$ cat config.mk
export PLATFORM = sky130hd
export DESIGN_NAME = nibif_duplex
export DESIGN_NICKNAME = d
export VERILOG_FILES = /design/src/rtl/nibif_pkg.sv /design/src/rtl/nibif_clkgen.sv /design/src/rtl/nibif_tx_asm.sv /design/src/rtl/nibif_rx_split.sv /design/src/rtl/nibif_duplex.sv
export SDC_FILE = /design/constraint.sdc
export NUM_CORES = 1
export LEC_CHECK = 0
export CAP_MARGIN = 20
export CORE_MARGIN = 1.5
export CORE_UTILIZATION = 35
export DETAILED_ROUTE_END_ITERATION = 8
export DONT_BUFFER_PORTS = 1
export PLACE_DENSITY = 0.46
export SLEW_MARGIN = 20
export SYNTH_ARGS = -nofsm -noshare
export SYNTH_HDL_FRONTEND = slang
export SYNTH_HIERARCHICAL = 1
export SYNTH_SLANG_ARGS = --single-unit
$ cat constraint.sdc
create_clock -name clk -period 1.8 [get_ports clk]
set_clock_uncertainty 0.1 [all_clocks]
set_input_delay 0.18 -clock clk [delete_from_list [all_inputs] [get_ports clk]]
set_output_delay 0.18 -clock clk [all_outputs]
set_load 0.03 [all_outputs]
$ cat src/rtl/nibif_pkg.sv
package nibif_pkg;
  typedef struct packed {
    logic lo_first;
    logic sync_inv;
    logic neg_launch;
    logic twos;
    logic loopback;
  } nibif_cfg_t;
endpackage

$ cat src/rtl/nibif_clkgen.sv
module nibif_clkgen (
  input  logic clk,
  input  logic rst_n,
  input  logic neg_launch,
  output logic ph_o,
  output logic cap_o,
  output logic launch_o
);
  logic ph_q;

  always_ff @(posedge clk or negedge rst_n) begin
    if (!rst_n) ph_q <= 1'b0;
    else        ph_q <= ~ph_q;
  end

  assign ph_o     = ph_q;
  // the nibble clock rises at edges where it is currently low
  assign cap_o    = ~ph_q;
  assign launch_o = neg_launch ? ph_q : ~ph_q;
endmodule

$ cat src/rtl/nibif_tx_asm.sv
module nibif_tx_asm #(
  parameter int unsigned NIB_W = 6
) (
  input  logic                 clk,
  input  logic                 rst_n,
  input  logic                 cap,
  input  logic                 lo_first,
  input  logic                 twos,
  input  logic [NIB_W-1:0]     nib,
  input  logic                 sync,
  output logic [2*NIB_W-1:0]   word_o,
  output logic                 valid_o,
  output logic [NIB_W-1:0]     lb_nib_o,
  output logic                 lb_sync_o
);
  localparam int unsigned WORD_W = 2 * NIB_W;

  function automatic logic [WORD_W-1:0] join2(input logic [NIB_W-1:0] a,
                                              input logic [NIB_W-1:0] b,
                                              input logic lo);
    return lo ? {b, a} : {a, b};
  endfunction

  function automatic logic [WORD_W-1:0] msb_flip(input logic [WORD_W-1:0] w,
                                                 input logic en);
    logic [WORD_W-1:0] r;
    r = w;
    r[WORD_W-1] = w[WORD_W-1] ^ en;
    return r;
  endfunction

  logic             have_q;
  logic [NIB_W-1:0] first_q;

  always_ff @(posedge clk or negedge rst_n) begin
    if (!rst_n) begin
      have_q    <= 1'b0;
      first_q   <= '0;
      word_o    <= '0;
      valid_o   <= 1'b0;
      lb_nib_o  <= '0;
      lb_sync_o <= 1'b0;
    end else begin
      valid_o <= 1'b0;
      if (cap) begin
        lb_nib_o  <= nib;
        lb_sync_o <= sync;
        if (sync) begin
          first_q <= nib;
          have_q  <= 1'b1;
        end else if (have_q) begin
          word_o  <= msb_flip(join2(first_q, nib, lo_first), twos);
          valid_o <= 1'b1;
          have_q  <= 1'b0;
        end
      end
    end
  end
endmodule

$ cat src/rtl/nibif_rx_split.sv
module nibif_rx_split #(
  parameter int unsigned NIB_W = 6
) (
  input  logic                 clk,
  input  logic                 rst_n,
  input  logic                 launch,
  input  logic                 lo_first,
  input  logic                 twos,
  input  logic [2*NIB_W-1:0]   word_i,
  output logic [NIB_W-1:0]     nib_o,
  output logic                 first_o,
  output logic                 take_o
);
  localparam int unsigned WORD_W = 2 * NIB_W;

  function automatic logic [NIB_W-1:0] pick(input logic [WORD_W-1:0] w,
                                            input logic lo,
                                            input logic second);
    return (lo ^ second) ? w[NIB_W-1:0] : w[WORD_W-1:NIB_W];
  endfunction

  logic              sel_q;
  logic [WORD_W-1:0] hold_q;
  logic [WORD_W-1:0] conv_w;

  always_comb begin
    conv_w = word_i;
    conv_w[WORD_W-1] = word_i[WORD_W-1] ^ twos;
  end

  assign take_o = launch & ~sel_q;

  always_ff @(posedge clk or negedge rst_n) begin
    if (!rst_n) begin
      sel_q   <= 1'b0;
      hold_q  <= '0;
      nib_o   <= '0;
      first_o <= 1'b0;
    end else if (launch) begin
      if (!sel_q) begin
        hold_q  <= conv_w;
        nib_o   <= pick(conv_w, lo_first, 1'b0);
        first_o <= 1'b1;
        sel_q   <= 1'b1;
      end else begin
        nib_o   <= pick(hold_q, lo_first, 1'b1);
        first_o <= 1'b0;
        sel_q   <= 1'b0;
      end
    end
  end
endmodule

$ cat src/rtl/nibif_duplex.sv
module nibif_duplex #(
  parameter int unsigned NIB_W = 6
) (
  input  logic                 clk,
  input  logic                 rst_n,
  input  logic                 cfg_lo_first,
  input  logic                 cfg_sync_inv,
  input  logic                 cfg_neg_launch,
  input  logic                 cfg_twos,
  input  logic                 cfg_loopback,
  input  logic [NIB_W-1:0]     tx_nib_i,
  input  logic                 tx_sync_i,
  output logic [2*NIB_W-1:0]   tx_word_o,
  output logic                 tx_valid_o,
  input  logic [2*NIB_W-1:0]   rx_word_i,
  output logic                 rx_take_o,
  output logic [NIB_W-1:0]     rx_nib_o,
  output logic                 rx_sync_o,
  output logic                 nib_clk_o
);
  import nibif_pkg::*;

  nibif_cfg_t       cfg;
  logic             cap_w;
  logic             launch_w;
  logic [NIB_W-1:0] lb_nib_w;
  logic             lb_sync_w;
  logic [NIB_W-1:0] split_nib_w;
  logic             split_first_w;

  assign cfg = '{lo_first: cfg_lo_first, sync_inv: cfg_sync_inv,
                 neg_launch: cfg_neg_launch, twos: cfg_twos,
                 loopback: cfg_loopback};

  nibif_clkgen i_clkgen (
    .clk(clk), .rst_n(rst_n), .neg_launch(cfg.neg_launch),
    .ph_o(nib_clk_o), .cap_o(cap_w), .launch_o(launch_w)
  );

  nibif_tx_asm #(.NIB_W(NIB_W)) i_tx (
    .clk(clk), .rst_n(rst_n), .cap(cap_w), .lo_first(cfg.lo_first),
    .twos(cfg.twos), .nib(tx_nib_i), .sync(tx_sync_i),
    .word_o(tx_word_o), .valid_o(tx_valid_o),
    .lb_nib_o(lb_nib_w), .lb_sync_o(lb_sync_w)
  );

  nibif_rx_split #(.NIB_W(NIB_W)) i_rx (
    .clk(clk), .rst_n(rst_n), .launch(launch_w), .lo_first(cfg.lo_first),
    .twos(cfg.twos), .word_i(rx_word_i),
    .nib_o(split_nib_w), .first_o(split_first_w), .take_o(rx_take_o)
  );

  assign rx_nib_o  = cfg.loopback ? lb_nib_w : split_nib_w;
  assign rx_sync_o = (cfg.loopback ? lb_sync_w : split_first_w) ^ cfg.sync_inv;
endmodule

==> metrics.txt <==
CP max FO 14; Diodes inserted 0; clk sink count 46; Buffers & Inverters on Critical Path 1; Post-Route Setup TNS 0 ps; aggregate global-route resource usage 14.9%; pin count of the biggest net entering global routing 47; Synth Area in Compound Gates 5.87%; RSZ-0062 raised after global routing no; r2r setup slk 290 ps; syn avg cell area 11.5 um2; vias in the first global route 1510; area grow syn2layout 15.9%; Die X 81.0 um; post-synthesis mux area share 20.8%; Final period util 85.4%; I/O Buffers 0; Tightest Pin Transition 519 ps; crit end category primary output; GRT Residual Overflow 0; initial antenna violation count 0; Leak 1.19 nW; Seq/Total Area, Yosys 54.0%; fin crit period 1540 ps; Worst EP required 1520 ps; final setup violating endpoints 0; worst r2r path cells 4; Crit Path Category flip-flop to primary output; Startpoint Class flip-flop; Hold WS -0.856 ps; post-synth top area cell dfrtp_1; CTS tree done; failing checks negative hold slack; post-placement setup slack 303 ps; Mapped Cells 186; H-tree level count 2; Post-Syn Nets 212; Routed wire per std cell 15.9 um; Synth Area in Simple Gates 11.9%; chip height 81.0 um; Synth top area share 54.0%; layout cell share with drive strength beyond 1 15.9%; CP max-delay cell dfrtp_1; CP Data Arrival Time 1260 ps; largest cells by area after synthesis dfrtp_1 54%, mux2i_1 11%, mux2_2 9.5%; clk root buf clkbuf_8; via count 1396; fin. max-slew vios 0; Post-CTS Resized 0; FF-to-FF Start i_clkgen/ph_o; Synth Area in XOR/XNOR 2.06%; worst path cell trace xnor2_1, nand2b_1, inv_4; Placement Rows 28; post-route ant nets 0; clk buf depth 2; final worst setup slack 262 ps; CP delay by family, top flip-flops; WL final 4470 um; register bit count reported by yosys 46; final net count 234; hold_sp cfg_twos; post-synthesis cell type count 18; drt pass-1 iters 4; Worst Hold Class primary input to flip-flop; max cap viols 0; Cell Area, Synth 0.00213 mm2; Top-Level Pins 48; detailed router's first-iteration violation count 68; critical path depth 3; Peak VDD IR 0.512 mV; global placement routability congestion 0.713; DR vias/cell 4.95; Max Freq 650 MHz; max incr delay on CP 400 ps; main combinational cell family by area after synthesis multiplexers; Worst Hold Endpoint i_tx/word_o[11]; drt drc 0; DIE AREA 0.00657 mm2; status complete, but fails checks; Cell Pwr Density 1170 mW/mm2; first-pass GRT wire length 7270 um; relative slew slack 65.3%; Hold Path Cell Cnt 2; CTS buffer count 5; core box area 0.00589 mm2; Post-DP HPWL 3090 um; RR Endpoint i_tx/lb_nib_o[2]; Final Hold Vio Count 1; Yosys Warn Count 6; Reg clk slew, reported paths 80 ps; post-synthesis adder-cell area fraction 0%; Clk Latency, worst-skew pair 290 ps; Starting Density 36.2%
-- routing by layer --
metal | up-vias | global-route usage (%) | share of wire [%]
li1 | 670 | - | -
met1 | 685 | 18.1 | 44
met2 | 39 | 24.8 | 48
met3 | 2 | 5.17 | 6.7
met4 | 0 | 4.66 | 0.51
met5 | - | 0 | 0
-- placed cells by master, fill, tap and decap left out, drive strengths merged --
master	count
buf	6
clkbuf	6
dfrtp	46
dlygate4sd3	19
inv	5
mux2	18
mux2i	24
nand2	50
nand2b	7
nand3b	1
o211ai	1
o21ai	13
o221ai	6
xnor2	2
xor2	3
-- cell families after synthesis --
family          Yosys count
compound gates           20
xor+xnor                  5
buf+inv                  15
flops                    46
mux                      42
simple gates             58
-- area by class of cell --
type	count	area (um2)
Multi-Input combinational cell	125	866
Sequential cell	46	1150
Timing Repair Buffer	25	255
Clock buffer	6	82.6
Tap cell	75	93.8
Fill cell	579	3420
Inverter	5	21.3
-- flip-flops by register name (all words and copies together), names as in the netlist --
register / count
i_rx/first_o: 1
i_rx/nib_o: 6
i_rx/hold_q: 12
i_clkgen/ph_o: 1
i_tx/lb_nib_o: 6
i_tx/first_q: 6
i_tx/lb_sync_o: 1
i_tx/valid_o: 1
i_tx/word_o: 12
-- worst reg2reg max path: cells and delay by family (launching register included) --
| kind | cells | cell delay (ps) |
|---|---|---|
| DFF | 1 | 400 |
| buffers and inverters | 3 | 540 |
| muxes | 1 | 350 |
-- per-stage QoR --
stage / hold WS (ps) / power, W / area (um2) / cells / utilization, %
2_1_floorplan: -216 / 0.00211 / 2130 / 186 / -
6_report: -0.856 / 0.00289 / 2470 / 282 / 42.0
5_1_grt: 5.22 / 0.00309 / 2470 / 282 / 42.0
3_5_place_dp: -214 / 0.00224 / 2170 / 256 / 36.9
4_1_cts: 0.719 / 0.00295 / 2470 / 282 / 42.0
3_3_place_gp: -214 / 0.00220 / 2170 / 256 / 36.9
-- cell usage after synthesis --
library cell / number
nand2_1: 49
dfrtp_1: 46
mux2i_1: 24
mux2_2: 18
nand2b_1: 7
o21ai_1: 7
buf_6: 6
o21ai_0: 6
o221ai_1: 6
inv_1: 4
xor2_1: 3
buf_2: 2
buf_4: 2
xnor2_1: 2
inv_4: 1
nand2_2: 1
nand3b_4: 1
o211ai_1: 1
-- report_power, final --
group / internal, W / switching, W / leakage (nW)
sequential: 0.00130 / 0.000251 / 0.557
combinational: 0.000294 / 0.000422 / 0.590
clock: 0.000297 / 0.000325 / 0.0431
-- worst max-delay path by stage --
stage / from / end / slack, ps
finish: i_clkgen/ph_o / rx_take_o / 260
global route: i_clkgen/ph_o / rx_take_o / 130
CTS: i_clkgen/ph_o / rx_take_o / 230
detailed placement: i_clkgen/ph_o / i_tx/lb_nib_o[2] / 300
global placement: i_clkgen/ph_o / i_tx/lb_nib_o[3] / 370
floorplan: i_clkgen/ph_o / i_rx/hold_q[1] / 280
-- repair_timing --
item / 4_1_cts / 5_1_grt
hold endpoints to repair: 79 / 0
buffers inserted: 0 / 0
hold buffers: 20 / 0
Note: power is estimated with default switching activity, not from simulation.
